## src/rtl/mac_pkg.sv

```systemverilog
package mac_pkg;
  timeunit 1ns;
  timeprecision 100ps;

  typedef logic [2:0] op_t;

  localparam op_t OP_MAC  = 3'd0;
  localparam op_t OP_MSU  = 3'd1;
  localparam op_t OP_CLR  = 3'd2;
  localparam op_t OP_LOAD = 3'd3;
  localparam op_t OP_SHR  = 3'd4;
  localparam op_t OP_READ = 3'd5;

  function automatic logic op_writes(op_t op);
    return op <= OP_SHR;
  endfunction
endpackage

```

## src/rtl/mac_mul_pipe.sv

```systemverilog
module mac_mul_pipe
  import mac_pkg::*;
#(
  parameter int W    = 32,
  parameter int SELW = 2,
  localparam int PW  = 2 * W + 2,
  localparam int LW  = 2 * W,
  localparam int SHW = $clog2(LW)
) (
  input  logic            clk,
  input  logic            rst_n,
  input  logic            in_v,
  input  op_t             in_op,
  input  logic [SELW-1:0] in_sel,
  input  logic            in_sgn,
  input  logic [W-1:0]    in_a,
  input  logic [W-1:0]    in_b,
  output logic            s1_v,
  output logic [SELW-1:0] s1_sel,
  output logic            wb_v,
  output op_t             wb_op,
  output logic [SELW-1:0] wb_sel,
  output logic [PW-1:0]   wb_prod,
  output logic [LW-1:0]   wb_ld,
  output logic [SHW-1:0]  wb_sh
);
  op_t                s1_op;
  logic signed [W:0]  s1_a;
  logic signed [W:0]  s1_b;
  logic [LW-1:0]      s1_ld;
  logic [SHW-1:0]     s1_sh;
  logic signed [PW-1:0] prod;

  // stage 1: operand capture with signedness extension
  always_ff @(posedge clk) begin
    if (!rst_n) s1_v <= 1'b0;
    else        s1_v <= in_v;
    s1_op  <= in_op;
    s1_sel <= in_sel;
    s1_a   <= {in_sgn & in_a[W-1], in_a};
    s1_b   <= {in_sgn & in_b[W-1], in_b};
    s1_ld  <= {in_b, in_a};
    s1_sh  <= in_a[SHW-1:0];
  end

  assign prod = s1_a * s1_b;

  // stage 2: registered product
  always_ff @(posedge clk) begin
    if (!rst_n) wb_v <= 1'b0;
    else        wb_v <= s1_v;
    wb_op   <= s1_op;
    wb_sel  <= s1_sel;
    wb_prod <= prod;
    wb_ld   <= s1_ld;
    wb_sh   <= s1_sh;
  end
endmodule

```

## src/rtl/mac_acc_bank.sv

```systemverilog
module mac_acc_bank
  import mac_pkg::*;
#(
  parameter int AW   = 72,
  parameter int NACC = 4,
  parameter int PW   = 66,
  parameter int LW   = 64,
  parameter int SHW  = 6,
  localparam int SELW = $clog2(NACC)
) (
  input  logic            clk,
  input  logic            rst_n,
  input  logic            wb_v,
  input  op_t             wb_op,
  input  logic [SELW-1:0] wb_sel,
  input  logic [PW-1:0]   wb_prod,
  input  logic [LW-1:0]   wb_ld,
  input  logic [SHW-1:0]  wb_sh,
  input  logic [SELW-1:0] rd_sel,
  output logic [AW-1:0]   rd_data
);
  logic [AW-1:0] acc_q [NACC];
  logic [AW-1:0] cur;
  logic [AW-1:0] prod_x;
  logic [AW-1:0] nxt;
  logic          wr_en;

  assign cur    = acc_q[wb_sel];
  assign prod_x = {{(AW-PW){wb_prod[PW-1]}}, wb_prod};
  assign wr_en  = wb_v && op_writes(wb_op);

  always_comb begin
    case (wb_op)
      OP_MAC:  nxt = cur + prod_x;
      OP_MSU:  nxt = cur - prod_x;
      OP_CLR:  nxt = '0;
      OP_LOAD: nxt = {{(AW-LW){wb_ld[LW-1]}}, wb_ld};
      OP_SHR:  nxt = $signed(cur) >>> wb_sh;
      default: nxt = cur;
    endcase
  end

  for (genvar g = 0; g < NACC; g++) begin : g_acc
    always_ff @(posedge clk) begin
      if (!rst_n)                                acc_q[g] <= '0;
      else if (wr_en && wb_sel == SELW'(g))      acc_q[g] <= nxt;
    end
  end

  assign rd_data = acc_q[rd_sel];
endmodule

```

## src/rtl/mac_readout.sv

```systemverilog
module mac_readout #(
  parameter int AW = 72,
  parameter int VW = 64
) (
  input  logic          clk,
  input  logic          rst_n,
  input  logic          rd_fire,
  input  logic [AW-1:0] rd_data,
  input  logic          sat_mode,
  input  logic          res_ready,
  output logic          res_valid,
  output logic [AW-1:0] res_full,
  output logic [VW-1:0] res_view
);
  logic          fits;
  logic [VW-1:0] clip;
  logic [VW-1:0] view;

  assign fits = (&rd_data[AW-1:VW-1]) | ~(|rd_data[AW-1:VW-1]);
  assign clip = rd_data[AW-1] ? {1'b1, {(VW-1){1'b0}}} : {1'b0, {(VW-1){1'b1}}};
  assign view = (sat_mode && !fits) ? clip : rd_data[VW-1:0];

  always_ff @(posedge clk) begin
    if (!rst_n) begin
      res_valid <= 1'b0;
      res_full  <= '0;
      res_view  <= '0;
    end else if (rd_fire) begin
      res_valid <= 1'b1;
      res_full  <= rd_data;
      res_view  <= view;
    end else if (res_ready) begin
      res_valid <= 1'b0;
    end
  end
endmodule

```

## src/rtl/mac_unit.sv

```systemverilog
module mac_unit
  import mac_pkg::*;
#(
  parameter int OPW  = 32,
  parameter int AW   = 72,
  parameter int NACC = 4,
  localparam int SELW = $clog2(NACC),
  localparam int PW   = 2 * OPW + 2,
  localparam int LW   = 2 * OPW,
  localparam int VW   = 2 * OPW,
  localparam int SHW  = $clog2(LW)
) (
  input  logic            clk,
  input  logic            rst_n,
  input  logic            cmd_valid,
  output logic            cmd_ready,
  input  logic [2:0]      cmd_op,
  input  logic [SELW-1:0] cmd_acc,
  input  logic            cmd_signed,
  input  logic [OPW-1:0]  cmd_a,
  input  logic [OPW-1:0]  cmd_b,
  input  logic            sat_mode,
  output logic            res_valid,
  input  logic            res_ready,
  output logic [AW-1:0]   res_full,
  output logic [VW-1:0]   res_view
);
  logic            s1_v, wb_v;
  logic [SELW-1:0] s1_sel, wb_sel;
  op_t             wb_op;
  logic [PW-1:0]   wb_prod;
  logic [LW-1:0]   wb_ld;
  logic [SHW-1:0]  wb_sh;
  logic [AW-1:0]   rd_data;
  logic            is_read, pending, out_free, fire;

  // interlock: reads sample the accumulator directly, so wait for in-flight writes
  assign is_read   = (cmd_op == OP_READ);
  assign pending   = (s1_v && s1_sel == cmd_acc) || (wb_v && wb_sel == cmd_acc);
  assign out_free  = !res_valid || res_ready;
  assign cmd_ready = !is_read || (!pending && out_free);
  assign fire      = cmd_valid && cmd_ready;

  mac_mul_pipe #(.W(OPW), .SELW(SELW)) u_pipe (
    .clk(clk), .rst_n(rst_n),
    .in_v(fire && !is_read), .in_op(cmd_op), .in_sel(cmd_acc),
    .in_sgn(cmd_signed), .in_a(cmd_a), .in_b(cmd_b),
    .s1_v(s1_v), .s1_sel(s1_sel),
    .wb_v(wb_v), .wb_op(wb_op), .wb_sel(wb_sel),
    .wb_prod(wb_prod), .wb_ld(wb_ld), .wb_sh(wb_sh)
  );

  mac_acc_bank #(.AW(AW), .NACC(NACC), .PW(PW), .LW(LW), .SHW(SHW)) u_bank (
    .clk(clk), .rst_n(rst_n),
    .wb_v(wb_v), .wb_op(wb_op), .wb_sel(wb_sel),
    .wb_prod(wb_prod), .wb_ld(wb_ld), .wb_sh(wb_sh),
    .rd_sel(cmd_acc), .rd_data(rd_data)
  );

  mac_readout #(.AW(AW), .VW(VW)) u_out (
    .clk(clk), .rst_n(rst_n),
    .rd_fire(fire && is_read), .rd_data(rd_data), .sat_mode(sat_mode),
    .res_ready(res_ready), .res_valid(res_valid),
    .res_full(res_full), .res_view(res_view)
  );
endmodule

```

## config.mk

```make
export PLATFORM = sky130hd
export DESIGN_NAME = mac_unit
export DESIGN_NICKNAME = d
export VERILOG_FILES = /design/src/rtl/mac_pkg.sv /design/src/rtl/mac_mul_pipe.sv /design/src/rtl/mac_acc_bank.sv /design/src/rtl/mac_readout.sv /design/src/rtl/mac_unit.sv
export SDC_FILE = /design/constraint.sdc
export NUM_CORES = 2
export LEC_CHECK = 0
export ABC_AREA = 1
export BUFFER_PORTS_ARGS = -buffer_cell sky130_fd_sc_hd__clkbuf_2
export CORE_MARGIN = 1.5
export CORE_UTILIZATION = 45
export DETAILED_ROUTE_END_ITERATION = 12
export SLEW_MARGIN = 20
export SYNTH_ARGS = -nofsm -noshare
export SYNTH_HDL_FRONTEND = slang
export SYNTH_HIERARCHICAL = 1
export SYNTH_SLANG_ARGS = --single-unit
```

## constraint.sdc

```tcl
create_clock -name clk -period 8.8 [get_ports clk]
set_input_delay 1.76 -clock clk [delete_from_list [all_inputs] [get_ports clk]]
set_output_delay 1.76 -clock clk [all_outputs]
set_load 0.02 [all_outputs]
```

# After elaboration in Yosys (flattened, before gate mapping)
# Memories as Yosys holds them, arrays and structs flattened. A register that Yosys moved wholly into a read port is not among the register bits.
# Cells that the tools add are included.
[classes]
n_addsub = 2
mul = 1
div_mod_pow = 0
magnitude_cmp = 1
n_eq_ne = 10
shifts = 1
mux = 22
bitwise_logic = 8
n_reduce_logical = 24
[op_table]
columns = ["cell", "n"]
rows = [
  ["case mux 72 bit (5 select lines)", 1],
  ["two-way mux 72 bit", 4],
  ["two-way mux 64 bit", 2],
  ["adder 72 bit", 1],
  [">>> shifter 72 x 6 -> 72 bit", 1],
  ["subtractor 72 bit", 1],
  ["multiplier 33 x 33 -> 66 bit", 1],
  ["two-way mux 1 bit", 15],
  ["logical AND 1 bit", 12],
  ["AND reduction 9 bit", 1],
  ["OR reduction 9 bit", 1],
  ["equality test 3 x 2 -> 1 bit, second input constant", 2],
  ["equality test 3 bit, second input constant", 2],
  ["bitwise OR 1 bit", 5],
  ["equality test 2 bit", 2],
  ["equality test 2 bit, second input constant", 2],
  ["logical NOT 1 bit", 4],
  ["equality test 3 x 1 -> 1 bit, second input constant", 1],
  ["less-or-equal comparator 3 bit, second input constant", 1],
  ["logical NOT 3 bit", 1],
  ["logical OR 1 bit", 3],
  ["AND 1 bit", 2],
  ["equality test 2 x 1 -> 1 bit, second input constant", 1],
  ["logical NOT 2 bit", 1],
  ["2 further kinds", 2],
]
[word_totals]
reg_bits = 421
latch_bits = 0
mem_bits_rw = 288
rom_bits = 0
in_bits = 75
out_inout_bits = 138
elab_cells = 86
mem_count = 1
[mem_list]
columns = ["memory", "depth", "width", "read_ports", "rd_clocked_by_memory_dff", "write_ports", "line", "rtl"]
rows = [
  ["u_bank.acc_q", 4, 72, 2, 1, 4, "mac_acc_bank.sv:22", "logic [AW-1:0] acc_q [NACC];"],
]

# Logic depth before layout (Yosys ltp)
[depth]
depth_word = 9
depth_mapped = 35
ltp_nobuf = 33

# Hierarchy
# Netlist, hierarchy kept.
[by_module_without_submodules]
columns = ["module", "instances", "cells_each", "area_each_um2", "seq_area_each_um2"]
rows = [
  ["mac_mul_pipe", 1, 5755, 46275.6, 4164.0],
  ["mac_acc_bank", 1, 4757, 29218.0, 8648.3],
  ["mac_readout", 1, 755, 5586.6, 2742.6],
  ["mac_unit", 1, 28, 123.9, 0.0],
]

# Worst setup path after synthesis
# No wires, ideal clock.
[synth_timing]
path_kind = "register to register"
startpoint = "reg u_pipe.s1_a[32]"
endpoint = "reg u_pipe.wb_prod[62]"
setup_time_ns = 0.112
arrival_time_ns = 7.310
t_required_ns = 8.688
slack_ns = 1.377
stages_incl_launch_ff = 27
path_buffers = 2
synth_period_minus_slack_ns = 7.423
cell_sequence = "dfxtp_1 > clkbuf_1 > clkbuf_1 > nand2_1 > inv_1 > fa_1 > inv_1 > fa_1 > inv_1 > fa_1 > inv_1 > fa_1 > inv_1 > fa_1 > fa_1 > fa_1 > inv_1 > fa_1 > inv_1 > ha_1 > nand2_1 > nor2_1 > nand2_1 > nor4_1 > nand2_1 > nand3_1 > nand2_1"
[synth_via]
elab_chain_cells = 1
[synth_lines]
columns = ["item", "line", "rtl"]
rows = [
  ["start: declaration", "mac_mul_pipe.sv:28", "logic signed [W:0] s1_a;"],
  ["start signal: assignment", "mac_mul_pipe.sv:40", "s1_a <= {in_sgn & in_a[W-1], in_a};"],
  ["multiplier 33 x 33 -> 66 bit", "mac_mul_pipe.sv:46", "assign prod = s1_a * s1_b;"],
  ["via u_pipe.prod[62]", "mac_mul_pipe.sv:32", "logic signed [PW-1:0] prod;"],
  ["end signal: assignment", "mac_mul_pipe.sv:54", "wb_prod <= prod;"],
  ["end: declaration", "mac_mul_pipe.sv:23", "output logic [PW-1:0] wb_prod,"],
]
# The timed path passes the listed nets, and every way through them passes these cells.
# A chain may end at the register's enable or synchronous reset.

# Final worst setup path
[layout_timing]
startpoint = "reg u_pipe.s1_a[32]"
endpoint = "reg u_pipe.wb_prod[63]"
# Same word-level chain as after synthesis.

==> impl_results.md <==
- Mapped Nets: 12810
- Synth Instances: 11300
- Synthesized area: 0.08120 mm^2
- Per-cell routed wire length: 23.81 um
- Period utilization: 0.9225
- Drt initial violations: approximately 5600
- Fin Setup TNS: 0 ns
- Synth top area share: 0.2825
- Maxcap violations: 0
- Largest area contributor in the netlist: fa_1
- Count of cell types in the netlist: 62
- Worst-path cell chain: nand2_1, inv_1, fa_1, inv_1, fa_1, inv_1, fa_1, inv_1, fa_1, inv_1, fa_1, fa_1, fa_1, inv_1, fa_1, inv_1, ha_1, nand2_1, nor2_1, nand2_1, nor4_1, nand2_1, nand3_1, nand2_1
- Synth-to-layout area growth: 7.185%
- Clk buf depth: 3
- Largest net degree at the start of global routing: around 150
- Post-CTS setup buffers: 0
- Die H: 427.8 um
- Post-synthesis compound-gate area fraction: 0.05983
- I/O Buffers: 212
- Hold Crit Class: register to register
- Count leader, synth: nand2_1
- Max stage delay on crit path: between 0.9 and 1 ns
- Die area: 0.1830 mm^2
- Clock sink total: about 630
- Crit-path leading delay family: adder cells
- Post-synthesis sequential area ratio: 0.1916
- Final Max Tran Viols: 0
- Buf/Inv on CP: 7
- Number of synthesized register bits: 633
- Final #Nets: 12710
- Setup slack after layout: 0.6821 ns
- WP data arrival: ~9 ns
- Post-Synth XOR/XNOR Area: 0.01122
- First drt pass iteration count: 8
- Via count of the first global-routing pass: roughly 75000
- Headroom to the max-slew limit: 0.2142
- Post-Route WL: between 300000 and 400000 um
- Most frequent cells after synthesis: nand2_1 (3080), inv_1 (2377), fa_1 (1146)
- Initial core utilization: 0.4541
- Root buffer cell: clkbuf_16
- Setup crit end kind: register
- Top FF cell, synth: dfxtp_1
- Critical Path Start Type: register
- Hold buffers post-CTS: 0
- Ys Warns: 6
- Clock-pin slew on the worst setup and hold paths: 0.06 ns
- Dpl ws: between 0.6 and 0.7 ns
- # setup viols final: 0
- Hold_ws: between 0.3 and 0.4 ns
- Post-cts sizing count: 0
- Dpl hpwl: 268100 um
- Vias per inst: 5.335
- Tot GR Track Use: 0.3531
- Final non-filler cell total: 13640
- Required time worst endpoint: about 9.4 ns
- Asr flop ratio synth: 0
- Mux cell area share after synthesis: 0
- FP Rows: 155
- Synth Area in Simple Gates: 0.2687
- Top post-synthesis cells by area: fa_1 (28%), nand2_1 (14%), inv_1 (11%), edfxtp_1 (11%), dfxtp_1 (8.5%)
- Crit path time final: 8.118 ns
- Vias: 72780
- Share of layout cells above drive strength 1: 0.06753
- Post-route ant nets: 0
- First-pass GRT wire length: roughly 480000 um
- Gr ovfl total: 0
- Adder-cell share of the synthesized area: 0.3271
- Fmax: 123.2 MHz
- Core region area: 0.1788 mm^2
- Most frequent cell on the critical path: fa_1
- Ports: 213
- Status: complete, no violations
- Actual slew at the worst max-slew pin: 1.177 ns
- Placed instance count: 13480
- Number of synthesized flops with an enable pin: about 290
- CP Class: register to register
- Critical-path top delay cell: fa_1
- Fillers: 18220
- Gpl congestion: ~1.1
- DRC Markers: 0
- Crit path max fanout: 19
- Initial antenna violation count: 14
- Htree depth: 3
- Final hold vios: 0
- Avg Cell Area, Syn: 7.189 um^2
- Cts bufs inserted: 80
- CTS tree: yes
- Clock latency on the worst-skew pair: between 0.7 and 0.8 ns
- Chip Width: 427.8 um
- Clk_skew: 0.04849 ns
- Main combinational cell family by area after synthesis: adder cells
- Unrepaired setup endpoints after global routing: false
==> worst paths after layout <==
check                  endpoint  cells past startpoint            start  slack, ns
max          u_pipe/wb_prod[63]                     24  u_pipe/s1_a[32]       0.68
min             u_pipe/wb_op[0]                      0  u_pipe/s1_op[0]       0.33
max reg2reg  u_pipe/wb_prod[63]                     24  u_pipe/s1_a[32]       0.68
min reg2reg     u_pipe/wb_op[0]                      0  u_pipe/s1_op[0]       0.33
==> state kept, by name, summed over array words and instances, names as in the netlist <==
register,count
u_pipe/s1_a,1
u_pipe/wb_sel,2
u_pipe/wb_v,1
u_out/res_valid,1
u_pipe/wb_prod,66
u_bank/acc_q,288
u_pipe/s1_sel,2
u_pipe/wb_sh,5
u_pipe/s1_b,2
u_pipe/s1_sh,5
u_pipe/s1_ld,58
u_out/res_full,72
u_pipe/s1_v,1
u_pipe/wb_ld,59
u_pipe/wb_op,3
u_pipe/s1_op,3
u_out/res_view,64
==> metrics by stage <==
stage                     instance area [um^2]  utilization
after floorplan                          81200            -
after detailed placement                 84270       0.4713
final                                    87040       0.4868
after CTS                                86970       0.4864
after global placement                   84270       0.4713
after global routing                     87030       0.4867
==> logic make-up (layout without fill, tap and decap cells) <==
| kind of cell | after synthesis | count (layout) |
|---|---|---|
| DFF | 633 | 633 |
| xor gates and xnor gates | 104 | 104 |
| other | 0 | 18 |
| and+or+nand+nor | 5283 | 5283 |
| adders and majority gates | 1435 | 1435 |
| AOI/OAI and AO/OA | 885 | 885 |
| buffers and inverters | 2955 | 2929 |
==> area by class of cell <==
type                    instances  area, um^2  share of cell area
clock buffers                 109        2202             0.02530
inverters                    2391        8991              0.1033
diodes                         18       45.04           0.0005175
multi-input cells            7707       54230              0.6230
clock inverters                39       501.7            0.005764
well taps                    2355        2947             0.03385
flip-flops and latches        633       15580              0.1791
repair buffers                390        2541             0.02920
==> cells in the final DEF, fill, tap and decap left out, types with 22 or more instances in the layout <==
cell type / count
inv_1: 2371
ha_1: 289
buf_4: 167
nor3_1: 36
edfxtp_1: 288
nand4_1: 35
xor2_1: 85
o22ai_1: 40
o21ai_1: 28
nor2_2: 96
nand2_1: 3076
o21a_1: 22
o21ai_0: 338
dfxtp_1: 323
fa_1: 1146
o21bai_1: 24
nand3_1: 940
nor2_1: 985
a21oi_1: 355
clkbuf_16: 81
clkbuf_2: 211
==> worst reg2reg max path, delay by kind of cell (launching register included) <==
| family | cells | cell delay [ns] |
|---|---|---|
| buffers and inverters | 7 | 0.92 |
| adders and majority gates | 9 | 5.13 |
| and+or+nand+nor | 8 | 1.43 |
| DFF | 1 | 0.53 |
==> metal layers <==
metal / vias to the layer above / global-route usage / part of all wire
li1: 33640 / - / -
met1: 35740 / 0.4053 / 0.38
met2: 2652 / 0.6245 / 0.50
met3: 744 / 0.04490 / 0.056
met4: 2 / 0.2180 / 0.072
met5: - / 0 / 0.000040
Power is left out: the tool's default activity adds up to more than one toggle a clock period on the data nets, which glitch-free logic cannot reach.
